## src/rtl/irqc_pkg.sv

```systemverilog
package irqc_pkg;
  localparam int unsigned NSRC = 32;
  localparam int unsigned AW   = 4;

  localparam logic [AW-1:0] OFS_PEND  = 4'h0;
  localparam logic [AW-1:0] OFS_EN    = 4'h2;
  localparam logic [AW-1:0] OFS_ROUTE = 4'h3;
  localparam logic [AW-1:0] OFS_POL   = 4'h4;
  localparam logic [AW-1:0] OFS_TRIG  = 4'h5;
  localparam logic [AW-1:0] OFS_MASK  = 4'h6;

  typedef logic [NSRC-1:0] word_t;

  // Bit position holding line n: MSB-first numbering.
  function automatic int unsigned line_bit(int unsigned n);
    return NSRC - 1 - n;
  endfunction

  // Detect the configured condition on one synchronised line.
  function automatic logic sense_hit(logic cur, logic prev, logic edge_mode, logic act_high);
    if (edge_mode)
      return act_high ? (cur & ~prev) : (~cur & prev);
    else
      return act_high ? cur : ~cur;
  endfunction
endpackage

```

## src/rtl/irqc_sense.sv

```systemverilog
module irqc_sense
  import irqc_pkg::*;
#(
  parameter int unsigned N = NSRC
) (
  input  logic         clk,
  input  logic         rst_n,
  input  logic [N-1:0] lines,   // line order
  input  logic [N-1:0] trig_q,  // bit order
  input  logic [N-1:0] pol_q,   // bit order
  output logic [N-1:0] hit      // bit order
);
  for (genvar n = 0; n < N; n++) begin : g_line
    localparam int unsigned B = N - 1 - n;
    logic s1, s2, s3;

    // Flops reset high so idle-high lines raise no event at reset release.
    always_ff @(posedge clk or negedge rst_n) begin
      if (!rst_n) begin
        s1 <= 1'b1;
        s2 <= 1'b1;
        s3 <= 1'b1;
      end else begin
        s1 <= lines[n];
        s2 <= s1;
        s3 <= s2;
      end
    end

    assign hit[B] = sense_hit(s2, s3, trig_q[B], pol_q[B]);

    // with fixed configuration an edge produces a single-cycle event
    p_edge_single_r3: assert property (@(posedge clk) disable iff (!rst_n)
      (trig_q[B] && hit[B] && $stable(trig_q[B]) && $stable(pol_q[B]))
        |=> (!hit[B] || !$stable(pol_q[B]) || !$stable(trig_q[B])));
  end
endmodule

```

## src/rtl/irqc_regs.sv

```systemverilog
module irqc_regs
  import irqc_pkg::*;
#(
  parameter int unsigned N = NSRC,
  parameter int unsigned A = AW
) (
  input  logic         clk,
  input  logic         rst_n,
  input  logic [A-1:0] addr,
  input  logic         wr,
  input  logic [N-1:0] wdata,
  input  logic         rd,
  input  logic [N-1:0] hit,
  output logic [N-1:0] rdata,
  output logic [N-1:0] pend_q,
  output logic [N-1:0] en_q,
  output logic [N-1:0] route_q,
  output logic [N-1:0] trig_q,
  output logic [N-1:0] pol_q,
  output logic [N-1:0] masked
);
  logic [N-1:0] clr;   // bits a write asks to clear this cycle
  logic         cfg_wr;

  assign clr    = (wr && addr == OFS_PEND) ? wdata : '0;
  assign cfg_wr = wr && (addr == OFS_EN || addr == OFS_ROUTE ||
                         addr == OFS_POL || addr == OFS_TRIG);
  assign masked = pend_q & en_q;

  always_ff @(posedge clk or negedge rst_n) begin
    if (!rst_n) begin
      pend_q  <= '0;
      en_q    <= '0;
      route_q <= '0;
      trig_q  <= '0;
      pol_q   <= '0;
    end else begin
      pend_q <= (pend_q & ~clr) | hit;   // capture wins over clear
      if (wr) begin
        case (addr)
          OFS_EN:    en_q    <= wdata;
          OFS_ROUTE: route_q <= wdata;
          OFS_POL:   pol_q   <= wdata;
          OFS_TRIG:  trig_q  <= wdata;
          default: ;
        endcase
      end
    end
  end

  always_ff @(posedge clk or negedge rst_n) begin
    if (!rst_n) begin
      rdata <= '0;
    end else if (rd) begin
      case (addr)
        OFS_PEND:  rdata <= pend_q;
        OFS_EN:    rdata <= en_q;
        OFS_ROUTE: rdata <= route_q;
        OFS_POL:   rdata <= pol_q;
        OFS_TRIG:  rdata <= trig_q;
        OFS_MASK:  rdata <= masked;
        default:   rdata <= '0;
      endcase
    end
  end

  // a cleared bit with no concurrent event reads zero next cycle
  p_w1c_clears_r4: assert property (@(posedge clk) disable iff (!rst_n)
    (clr != '0) |=> ((pend_q & $past(clr & ~hit)) == '0));

  // no event and no clear leaves pending unchanged
  p_pend_hold_r4: assert property (@(posedge clk) disable iff (!rst_n)
    (clr == '0 && hit == '0) |=> $stable(pend_q));

  // every event sets its bit, even against a clear
  p_capture_wins_r9: assert property (@(posedge clk) disable iff (!rst_n)
    (hit != '0) |=> ((pend_q & $past(hit)) == $past(hit)));

  // configuration only moves on a configuration write
  p_cfg_stable_r2: assert property (@(posedge clk) disable iff (!rst_n)
    !cfg_wr |=> ($stable(en_q) && $stable(route_q) && $stable(trig_q) && $stable(pol_q)));
endmodule

```

## src/rtl/irq_ctrl32.sv

```systemverilog
module irq_ctrl32
  import irqc_pkg::*;
(
  input  logic            clk,
  input  logic            rst_n,
  input  logic [NSRC-1:0] irq_lines,
  input  logic [AW-1:0]   reg_addr,
  input  logic            wr_en,
  input  logic [NSRC-1:0] wr_data,
  input  logic            rd_en,
  output logic [NSRC-1:0] rd_data,
  output logic            irq_normal,
  output logic            irq_critical
);
  word_t hit, pend_q, en_q, route_q, trig_q, pol_q, masked;
  logic  want_norm, want_crit;

  irqc_sense #(.N(NSRC)) u_sense (
    .clk(clk), .rst_n(rst_n), .lines(irq_lines),
    .trig_q(trig_q), .pol_q(pol_q), .hit(hit)
  );

  irqc_regs #(.N(NSRC), .A(AW)) u_regs (
    .clk(clk), .rst_n(rst_n), .addr(reg_addr), .wr(wr_en), .wdata(wr_data),
    .rd(rd_en), .hit(hit), .rdata(rd_data), .pend_q(pend_q), .en_q(en_q),
    .route_q(route_q), .trig_q(trig_q), .pol_q(pol_q), .masked(masked)
  );

  assign want_norm = |(masked & ~route_q);
  assign want_crit = |(masked & route_q);

  always_ff @(posedge clk or negedge rst_n) begin
    if (!rst_n) begin
      irq_normal   <= 1'b0;
      irq_critical <= 1'b0;
    end else begin
      irq_normal   <= want_norm;
      irq_critical <= want_crit;
    end
  end

  // nothing enabled means both requests low on the next cycle
  p_masked_gate_r7: assert property (@(posedge clk) disable iff (!rst_n)
    (en_q == '0) |=> (!irq_normal && !irq_critical));

  // with no line routed critical the critical request stays low
  p_route_crit_r8: assert property (@(posedge clk) disable iff (!rst_n)
    (route_q == '0) |=> !irq_critical);

  // with every line routed critical the normal request stays low
  p_route_norm_r8: assert property (@(posedge clk) disable iff (!rst_n)
    (route_q == '1) |=> !irq_normal);

  // a pending bit never drops without a clear write to it
  p_pend_sticky_r6: assert property (@(posedge clk) disable iff (!rst_n)
    !(wr_en && reg_addr == OFS_PEND) |=> ((pend_q & $past(pend_q)) == $past(pend_q)));
endmodule

```

## config.mk

```make
export PLATFORM = sky130hd
export DESIGN_NAME = irq_ctrl32
export DESIGN_NICKNAME = d
export VERILOG_FILES = /design/src/rtl/irqc_pkg.sv /design/src/rtl/irqc_sense.sv /design/src/rtl/irqc_regs.sv /design/src/rtl/irq_ctrl32.sv
export SDC_FILE = /design/constraint.sdc
export NUM_CORES = 1
export LEC_CHECK = 0
export ABC_CLOCK_PERIOD_IN_PS = 2500
export CAP_MARGIN = 20
export CORE_MARGIN = 1.5
export CORE_UTILIZATION = 45
export CTS_CLUSTER_SIZE = 12
export DETAILED_ROUTE_END_ITERATION = 7
export PLACE_DENSITY = 0.64
export SLEW_MARGIN = 40
export SYNTH_ARGS = -nofsm -noshare
export SYNTH_HDL_FRONTEND = slang
export SYNTH_SLANG_ARGS = --single-unit
```

## constraint.sdc

```tcl
create_clock -name clk -period 2.5 [get_ports clk]
set_input_delay 0.375 -clock clk [delete_from_list [all_inputs] [get_ports clk]]
set_output_delay 0.375 -clock clk [all_outputs]
set_load 0.005 [all_outputs]
```

==> impl_metrics.py, run 1 <==
metrics = {
    "critical_path": {
        "critPathLaunchType": "flop",
        "critPathMaxFanout": 2,
        "crit_arrival_ns": 1.48,
        "cp_cell_sequence": "clkdlybuf4s50_1",
        "path_delay_family": "buffers and inverters",
        "end_kind": "primary output",
        "crit_type": "flop to primary output",
        "cp.required_ns": 2.12,
        "path_buf_inv": 1,
        "critPathSlowestCell": "clkdlybuf4s50_1",
        "worst_path_largest_cell_delay_ns": 0.53,
    },
    "logic_synthesis": {
        "ys_seq_area_share_pct": 61.2,
        "syn_area_sq_mm": 0.0121,
        "yosys.area.top_type": "dfrtp_1",
        "post_synth_inst_count": 927,
        "ys_warn_count": 0,
        "ys_top_cells_by_area": "dfrtp_1 (40%), dfstp_2 (21%), mux2_2 (6.3%), mux2_1 (5.6%), a22oi_1 (4.2%)",
        "synth_edf_count": 0,
        "syn_nets": 999,
        "synthFlopType": "dfrtp_1",
        "synth_top_area_share_pct": 40.2,
        "synthArstFlopShare_pct": 100,
        "avgSynthCellArea_sq_um": 13.0,
        "ys_ff_latch": 290,
        "yosysUniqueCellTypes": 30,
    },
    "sta": {
        "rsz0062_at_grt": "no",
        "setup_violations": 0,
        "slew_headroom_pct": 51.9,
        "finalHoldViolCount": 0,
        "worstMarginPinSlew_ns": 0.721,
        "holdWs_ns": 0.221,
        "max_freq_mhz": 539,
        "fin_crit_ns": 1.86,
        "setup_slack_ns": 0.644,
        "finalSetupTns_ns": 0,
        "min_period_over_period_pct": 74.2,
        "finClkSkew_ns": 0.0111,
        "finalMaxSlewViolations": 0,
    },
    "floorplan": {
        "fp-row-count": 59,
        "start_util_pct": 46.0,
        "fp.dieH_microns": 167,
        "core_area_sq_mm": 0.0262,
        "ios": 106,
        "die_x_microns": 167,
        "die_area_sq_mm": 0.0278,
    },
    "detailed_routing": {
        "drt.antenna.violating_nets": 0,
        "vias_per_cell": 5.68,
        "routedWlPerCell_microns": 20.8,
        "drtIter0Drc": 541,
        "drc": 6,
        "vias": 8008,
        "dr.pass1.iters": 7,
        "drt_wl_total_mm": 29.3,
    },
    "power_and_ir_drop": {
        "worst_ir_drop_vdd_v": 0.000562,
        "power.leakage_nw": 5.80,
        "power_density_mw_per_mm2": 821,
        "pwr-share-clk_pct": 36.0,
        "seqPwrFrac_pct": 49.9,
        "switching_power_w": 0.00322,
        "internal_power_w": 0.00885,
        "combinationalPowerShare_pct": 14.1,
        "swShare_pct": 26.7,
    },
    "global_route": {
        "grt_max_degree": 85,
        "grt_use_total_pct": 21.6,
        "grt_pass1_wl_mm": 47.3,
        "grt-ovfl-total": 0,
        "grt_pass1_vias": 8130,
        "antenna_found_initial": 0,
    },
    "clock_network": {
        "worstSkewPairLatency_ns": 0.56,
        "clkSinkCount": 290,
        "cts_resized": 0,
        "cts_hold_buf": 1,
        "clkTransAtPathRegs_ns": 0.06,
        "cts_setup_buffers": 0,
        "cts_htree_levels": 1,
        "cts_buffer_depth": 3,
        "cts_tree": "done",
        "clock-root-buffer": "clkbuf_16",
        "numCtsBuffers": 31,
    },
    "finish": {
        "syn_to_final_growth_pct": 21.8,
        "final_cell_mix": "dfrtp_1 (194), clkdlybuf4s50_1 (104), dfstp_2 (96)",
        "drive_gt1_share_pct": 22.8,
        "final_common_cell": "dfrtp_1",
        "fin_area_sq_mm": 0.0147,
        "nFillCells": 2164,
        "nNetsFinal": 1122,
        "diodes": 0,
    },
    "run": {
        "maxCapViolCount": 0,
    },
    "placement": {
        "hpwl_mm": 18.5,
        "portBuffers": 105,
        "pre_cts_ws_ns": 0.178,
        "postPlaceCellArea_sq_mm": 0.0137,
        "place_congestion": 0.791,
    },
    "run_status": {
        "violations": "DRC",
        "status": "complete, but fails checks",
    },
    "hold_path": {
        "hp-class": "input port to flop",
    },
}
cell usage after synthesis, drive strengths merged, types with 7 or more instances:
cell and count:
nand4 9, and3 32, dfstp 96, o22ai 44
a22oi 68, a21o 32, nand2 64, inv 32
xnor2 33, dfrtp 194, a21oi 32, mux2 128
a32oi 28, xor2 32, nand3 32, clkbuf 13
nand3b 7, buf 32
flip-flops by register name (all words and copies together) (netlist names):
name,flops
u_regs.rdata,32
irq_critical,1
u_regs.pend_q,32
u_sense.g_line.s2,32
u_regs.route_q,32
irq_normal,1
u_regs.trig_q,32
u_sense.g_line.s1,32
u_regs.en_q,32
u_regs.pol_q,32
u_sense.g_line.s3,32
final timing paths:
path                                               to  slack (ns)  depth (start not counted)                   from
worst max register to register           irq_critical        1.05                          4      u_regs.pend_q[27]
max in group asynchronous       u_sense.g_line[19].s1        1.29                          3                  rst_n
worst min-delay path            u_sense.g_line[20].s1        0.22                          1          irq_lines[20]
worst min register to register  u_sense.g_line[22].s2        0.34                          0  u_sense.g_line[22].s1
worst max-delay path                       rd_data[7]        0.64                          1        u_regs.rdata[7]
min in group asynchronous            u_regs.rdata[22]        0.44                          2                  rst_n
layout make-up:
class                   count  area [sq um]  share of cell area, %
flip-flops and latches    290          7380                   50.2
inverters                  32           120                  0.818
well taps                 335           419                   2.85
clock inverters             6          40.0                  0.273
multi-input cells         560          4340                   29.6
repair buffers            135          1460                   9.93
clock buffers              52           935                   6.36
per-layer routing:
layer  global-route usage [%]  part of all wire (%)  up-vias
met2                     34.7                    47      208
met3                     2.88                   4.3       41
met1                     31.2                    47     4112
met5                        0                     0        -
li1                         -                     -     3647
met4                     5.34                   2.0        0
power groups by stage:
stage,logic (W),registers [W],clock network [W]
global placement,0.00167,0.00606,0
global route,0.00188,0.00612,0.00465
floorplan,0.00108,0.00591,0
CTS,0.00173,0.00601,0.00444
detailed placement,0.00171,0.00609,0
finish,0.00170,0.00603,0.00434
metrics by stage:
| stage | cells | total power [W] | util [%] |
|---|---|---|---|
| final | 1410 | 0.0121 | 56.1 |
| after detailed placement | 1351 | 0.00780 | 52.3 |
| after floorplan | 927 | 0.00699 | - |
| after CTS | 1410 | 0.0122 | 56.1 |
| after global routing | 1410 | 0.0127 | 56.1 |
| after global placement | 1351 | 0.00774 | 52.3 |
cell families (layout without fill, tap and decap cells):
kind of cell    Yosys count  after routing  synth area share, %
flops                   290            290                 61.2
mux                     128            128                 11.9
buf+inv                  77            225                 2.85
xor+xnor                 65             65                 4.72
simple gates            161            161                 7.31
compound gates          206            206                 12.0
(Power assumes the default switching activity.)
==> run 2: changes to the inputs <==
--- a/config.mk
+++ b/config.mk
@@ -5,7 +5,7 @@
 export SDC_FILE = /design/constraint.sdc
 export NUM_CORES = 1
 export LEC_CHECK = 0
-export ABC_CLOCK_PERIOD_IN_PS = 2500
+export ABC_CLOCK_PERIOD_IN_PS = 1800
 export CAP_MARGIN = 20
 export CORE_MARGIN = 1.5
 export CORE_UTILIZATION = 45
==> constraint.sdc (replaced) <==
create_clock -name clk -period 1.8 [get_ports clk]
set_input_delay 0.27 -clock clk [delete_from_list [all_inputs] [get_ports clk]]
set_output_delay 0.27 -clock clk [all_outputs]
set_load 0.005 [all_outputs]
==> run 2 against run 1 <==
The run still ends with DRC left. Sequential share of layout area decreased by 0.58 points. Worst hold slack got worse by 0.11 ns. Clock-buffer cell count decreased by 2. Routed wire length grew 2.3%. Flip-flop and latch count unchanged. Via count is 0.87% higher. Final cell count rose by 0.92%. First-iteration DRC count is 7.0% higher. Clock skew is 0.011 ns higher. Register-to-register slack got worse by 0.85 ns. Die area unchanged. Sequential power grew 39%. Critical endpoint unchanged.
==> impl_metrics.py, run 2 (synthesis gave the netlist of run 1 again) <==
metrics = {
    "global_route": {
        "gr-max-usage-layer": "met2",
        "groute.layer.met3.usage_pct": 2.97,
        "antenna_found_initial": 0,
        "grtUsageMet2_pct": 36.8,
        "grt_max_degree": 81,
        "grt_use_met1_pct": 30.5,
        "grt_use_total_pct": 22.2,
        "grt-ovfl-total": 0,
        "grt_pass1_wl_mm": 48.2,
        "grt_pass1_vias": 8400,
    },
    "hold_path": {
        "hold_depth": 1,
        "hp-class": "input port to flop",
        "holdCritStartpoint": "irq_lines[19]",
    },
    "floorplan": {
        "ios": 106,
        "core_area_sq_mm": 0.0262,
        "start_util_pct": 46.0,
        "fp-row-count": 59,
        "fp.dieH_microns": 167,
        "die_x_microns": 167,
        "die_area_sq_mm": 0.0278,
    },
    "critical_path": {
        "cp_cell_sequence": "clkdlybuf4s50_1",
        "critPathMaxFanout": 2,
        "cp_num_cells": 1,
        "crit_start": "u_regs.rdata[7]",
        "cp.required_ns": 1.53,
        "critPathSlowestCell": "clkdlybuf4s50_1",
        "critPathLaunchType": "flop",
        "path_delay_family": "buffers and inverters",
        "reg2reg_from": "u_regs.pend_q[19]",
        "path_buf_inv": 1,
        "end_kind": "primary output",
        "crit_type": "flop to primary output",
        "r2r_cells": 4,
        "worst_path_largest_cell_delay_ns": 0.52,
        "crit_arrival_ns": 1.49,
    },
    "clock_network": {
        "cts_htree_levels": 1,
        "clkTransAtPathRegs_ns": 0.06,
        "worstSkewPairLatency_ns": 0.56,
        "clock-root-buffer": "clkbuf_16",
        "cts_buffer_depth": 3,
        "numCtsBuffers": 30,
        "cts_resized": 0,
        "cts_tree": "done",
        "clkSinkCount": 290,
    },
    "sta": {
        "worstMarginPinSlew_ns": 0.459,
        "setup_violations": 0,
        "finalMaxSlewViolations": 0,
        "finClkSkew_ns": 0.0219,
        "holdWs_ns": 0.108,
        "slew_headroom_pct": 69.2,
        "min_period_over_period_pct": 97.8,
        "max_freq_mhz": 568,
        "rsz0062_at_grt": "no",
        "finalHoldViolCount": 0,
        "fin_crit_ns": 1.76,
        "finalSetupTns_ns": 0,
    },
    "power_and_ir_drop": {
        "power.leakage_nw": 5.89,
        "power_density_mw_per_mm2": 1130,
        "worst_ir_drop_vdd_v": 0.000897,
    },
    "finish": {
        "multi_input_area_sq_mm": 0.00434,
        "nNetsFinal": 1136,
        "drive_gt1_share_pct": 23.4,
        "area.sequential_sq_mm": 0.00738,
        "final_common_cell": "dfrtp_1",
        "diodes": 0,
        "fin_util_pct": 56.7,
        "nFillCells": 2142,
        "syn_to_final_growth_pct": 23.2,
        "final_cell_mix": "dfrtp_1 (194), clkdlybuf4s50_1 (104), dfstp_2 (96)",
    },
    "placement": {
        "place_congestion": 0.791,
        "portBuffers": 105,
        "hpwl_mm": 19.8,
    },
    "run": {
        "maxCapViolCount": 0,
    },
    "detailed_routing": {
        "drt.antenna.violating_nets": 0,
        "vias_per_cell": 5.68,
        "drt_wl_total_mm": 30.0,
        "dr.pass1.iters": 8,
        "vias": 8078,
        "routedWlPerCell_microns": 21.1,
        "drc": 6,
        "drtIter0Drc": 579,
    },
    "run_status": {
        "status": "complete, but fails checks",
        "violations": "DRC",
    },
}
==> run 2: cell count changes in the layout (fill, tap and decap cells not counted), moves of 2 or more <==
cell / before / now
buf_12: 14 / 20
buf_4: 15 / 24
bufinv_16: 0 / 2
clkbuf_1: 13 / 16
clkbuf_8: 8 / 4
==> run 2: worst register-to-register path: stages (launching register included) <==
cell	delay, ns
dfrtp_1	0.43
nand3b_1	0.20
o2111ai_1	0.14
nor3_1	0.43
nand4_1	0.22
==> run 2: worst paths after layout <==
kind | to | slack [ns]
worst max-delay path | rd_data[7] | 0.04
worst min-delay path | u_sense.g_line[19].s1 | 0.11
worst max register to register | irq_normal | 0.20
worst min register to register | u_sense.g_line[20].s2 | 0.35
max in group asynchronous | u_sense.g_line[22].s2 | 0.89
min in group asynchronous | u_regs.rdata[24] | 0.18
==> run 2: what timing repair did <==
| action | in CTS | in global routing |
|---|---|---|
| buffers inserted | 0 | 0 |
| endpoints found under the hold margin | 198 | 0 |
| setup endpoints to repair | 0 | 0 |
| hold buffers | 1 | 0 |
==> run 2: metal layers <==
layer	up-vias	share of wire, %	wire (microns)
met5	-	0	0
met2	232	48	14400
met3	60	4.8	1430
met1	4105	45	13400
li1	3681	-	-
met4	0	2.3	703
==> run 2: metrics by stage <==
| step | area, sq um | setup WS (ns) | std cells | total power (W) |
|---|---|---|---|---|
| 6_report | 14900 | 0.0390 | 1423 | 0.0168 |
| 5_1_grt | 14900 | 0.00700 | 1423 | 0.0176 |
| 4_1_cts | 14900 | 0.0147 | 1423 | 0.0170 |
| 3_5_place_dp | 13900 | -0.447 | 1366 | 0.0109 |
| 3_3_place_gp | 13900 | -0.383 | 1366 | 0.0108 |
| 2_1_floorplan | 12100 | 0.199 | 927 | 0.00971 |
==> run 2: power breakdown <==
group	switching (W)	internal (W)	leakage (nW)
Clock	0.00250	0.00355	0.464
Combinational	0.00107	0.00132	2.10
Sequential	0.000914	0.00747	3.32
Total	0.00449	0.0123	5.89
==> run 2: cell type report <==
cell class	instances	area share, %
inverter	32	0.808
clock buffer	50	5.83
sequential	290	49.6
clock inverter	6	0.615
timing repair buffer	150	11.1
tap	335	2.82
multi-input combinational	560	29.2
==> run 3: changes to the inputs <==
--- a/config.mk
+++ b/config.mk
@@ -11,7 +11,7 @@
 export CORE_UTILIZATION = 45
 export CTS_CLUSTER_SIZE = 12
 export DETAILED_ROUTE_END_ITERATION = 7
-export PLACE_DENSITY = 0.64
+export PLACE_DENSITY = 0.7
 export SLEW_MARGIN = 40
 export SYNTH_ARGS = -nofsm -noshare
 export SYNTH_HDL_FRONTEND = slang
==> run 3 against run 2 <==
The run still ends with DRC left. Critical path type unchanged. Clock power shrank 3.5%. Critical path depth unchanged. Global-route usage is 0.92 points lower. Flip-flop and latch count unchanged. Utilization hardly changed. Via count increased by 0.74%. First-iteration DRC count is 3.3% lower. Die area stayed put. Setup slack better by 0.014 ns. Final cell count grew 0.21%. Maximum frequency rose by 0.83%.
==> impl_metrics.py, run 3 (synthesis gave the netlist of run 1 again) <==
metrics = {
    "run_status": {
        "status": "complete, but fails checks",
        "violations": "DRC",
    },
    "power_and_ir_drop": {
        "power_density_mw_per_mm2": 1120,
        "power.leakage_nw": 5.90,
        "worst_ir_drop_vdd_v": 0.000599,
        "p_total_w": 0.0166,
    },
    "clock_network": {
        "cts_buffer_depth": 3,
        "numCtsBuffers": 30,
        "cts_setup_buffers": 0,
        "cts_tree": "done",
        "worstSkewPairLatency_ns": 0.55,
        "cts_htree_levels": 1,
        "clkSinkCount": 290,
        "clock-root-buffer": "clkbuf_16",
        "clkTransAtPathRegs_ns": 0.06,
    },
    "global_route": {
        "grt_max_degree": 57,
        "grt-ovfl-total": 0,
        "grt_use_total_pct": 21.2,
        "grt_pass1_vias": 8262,
        "grt_pass1_wl_mm": 46.2,
        "antenna_found_initial": 0,
    },
    "critical_path": {
        "crit_type": "flop to primary output",
        "critPathLaunchType": "flop",
        "crit_arrival_ns": 1.48,
        "path_delay_family": "buffers and inverters",
        "end_kind": "primary output",
        "worst_path_largest_cell_delay_ns": 0.53,
        "critPathMaxFanout": 2,
        "path_buf_inv": 1,
        "critPathSlowestCell": "clkdlybuf4s50_1",
        "cp_cell_sequence": "clkdlybuf4s50_1",
        "cp.required_ns": 1.53,
    },
    "finish": {
        "nNetsFinal": 1138,
        "drive_gt1_share_pct": 23.7,
        "syn_to_final_growth_pct": 23.3,
        "final_common_cell": "dfrtp_1",
        "final_cell_mix": "dfrtp_1 (194), clkdlybuf4s50_1 (104), dfstp_2 (96)",
        "nFillCells": 2142,
    },
    "detailed_routing": {
        "drt_wl_total_mm": 28.9,
        "dr.pass1.iters": 7,
        "drc": 16,
        "drt.antenna.violating_nets": 0,
        "routedWlPerCell_microns": 20.3,
        "vias_per_cell": 5.71,
        "vias": 8138,
        "drtIter0Drc": 560,
    },
    "floorplan": {
        "fp-row-count": 59,
        "start_util_pct": 46.0,
        "fp.dieH_microns": 167,
        "die_x_microns": 167,
        "core_area_sq_mm": 0.0262,
        "ios": 106,
        "die_area_sq_mm": 0.0278,
    },
    "placement": {
        "hpwl_mm": 19.3,
        "portBuffers": 105,
        "place_congestion": 0.812,
    },
    "sta": {
        "slew_headroom_pct": 68.7,
        "fin_crit_ns": 1.75,
        "setup_violations": 0,
        "worstMarginPinSlew_ns": 0.470,
        "max_freq_mhz": 573,
        "finalMaxSlewViolations": 0,
        "finalHoldViolCount": 0,
        "finClkSkew_ns": 0.0158,
        "min_period_over_period_pct": 97.0,
        "holdWs_ns": 0.120,
        "rsz0062_at_grt": "no",
    },
    "hold_path": {
        "hp-class": "input port to flop",
    },
    "run": {
        "maxCapViolCount": 0,
    },
}
[run 3: layout make-up]
cell class / count / area (sq um) / area share [%]
Antenna cell: 1 / 2.50 / 0.0168
Sequential cell: 290 / 7380 / 49.6
Multi-Input combinational cell: 560 / 4340 / 29.2
Clock buffer: 52 / 915 / 6.15
Timing Repair Buffer: 152 / 1670 / 11.3
Tap cell: 335 / 419 / 2.82
Clock inverter: 4 / 20.0 / 0.135
Inverter: 32 / 120 / 0.808
[run 3: power breakdown]
part	internal [W]	leakage [nW]	switching [W]
sequential	0.00747	3.32	0.000908
combinational	0.00132	2.12	0.00105
clock	0.00341	0.459	0.00243
total	0.0122	5.90	0.00439
[run 3: layer usage]
metal / global-route usage (%) / vias up / routed length (microns)
met5: 0 / - / 0
met4: 6.92 / 0 / 841
met3: 3.52 / 55 / 1610
met2: 35.8 / 258 / 14000
met1: 28.1 / 4153 / 12400
li1: - / 3672 / -
[run 3: repair_timing]
| item | in CTS | in global routing |
|---|---|---|
| hold endpoints to repair | 53 | 0 |
| resized for setup | 0 | 0 |
| hold buffers | 1 | 0 |
[run 3: final timing paths]
check                                         to  slack (ns)  depth (start not counted)             startpoint
max in group asynchronous  u_sense.g_line[16].s2        0.87                          3                  rst_n
min                        u_sense.g_line[23].s1        0.12                          1          irq_lines[23]
min reg2reg                u_sense.g_line[14].s2        0.35                          0  u_sense.g_line[14].s1
max                                   rd_data[7]        0.05                          1        u_regs.rdata[7]
max reg2reg                           irq_normal        0.22                          4      u_regs.pend_q[19]
min in group asynchronous        u_regs.pol_q[6]        0.23                          2                  rst_n
[run 3: stage by stage]
stage	std cells	TNS [ns]	instance area (sq um)	setup WS, ns	utilization (%)
4_1_cts	1425	0	14900	0.0355	56.7
3_5_place_dp	1368	-54.40	13900	-0.391	53.1
5_1_grt	1425	0	14900	0.00954	56.7
6_report	1426	0	14900	0.0534	56.7
2_1_floorplan	927	0	12100	0.199	-
3_3_place_gp	1368	-49.35	13900	-0.322	53.1
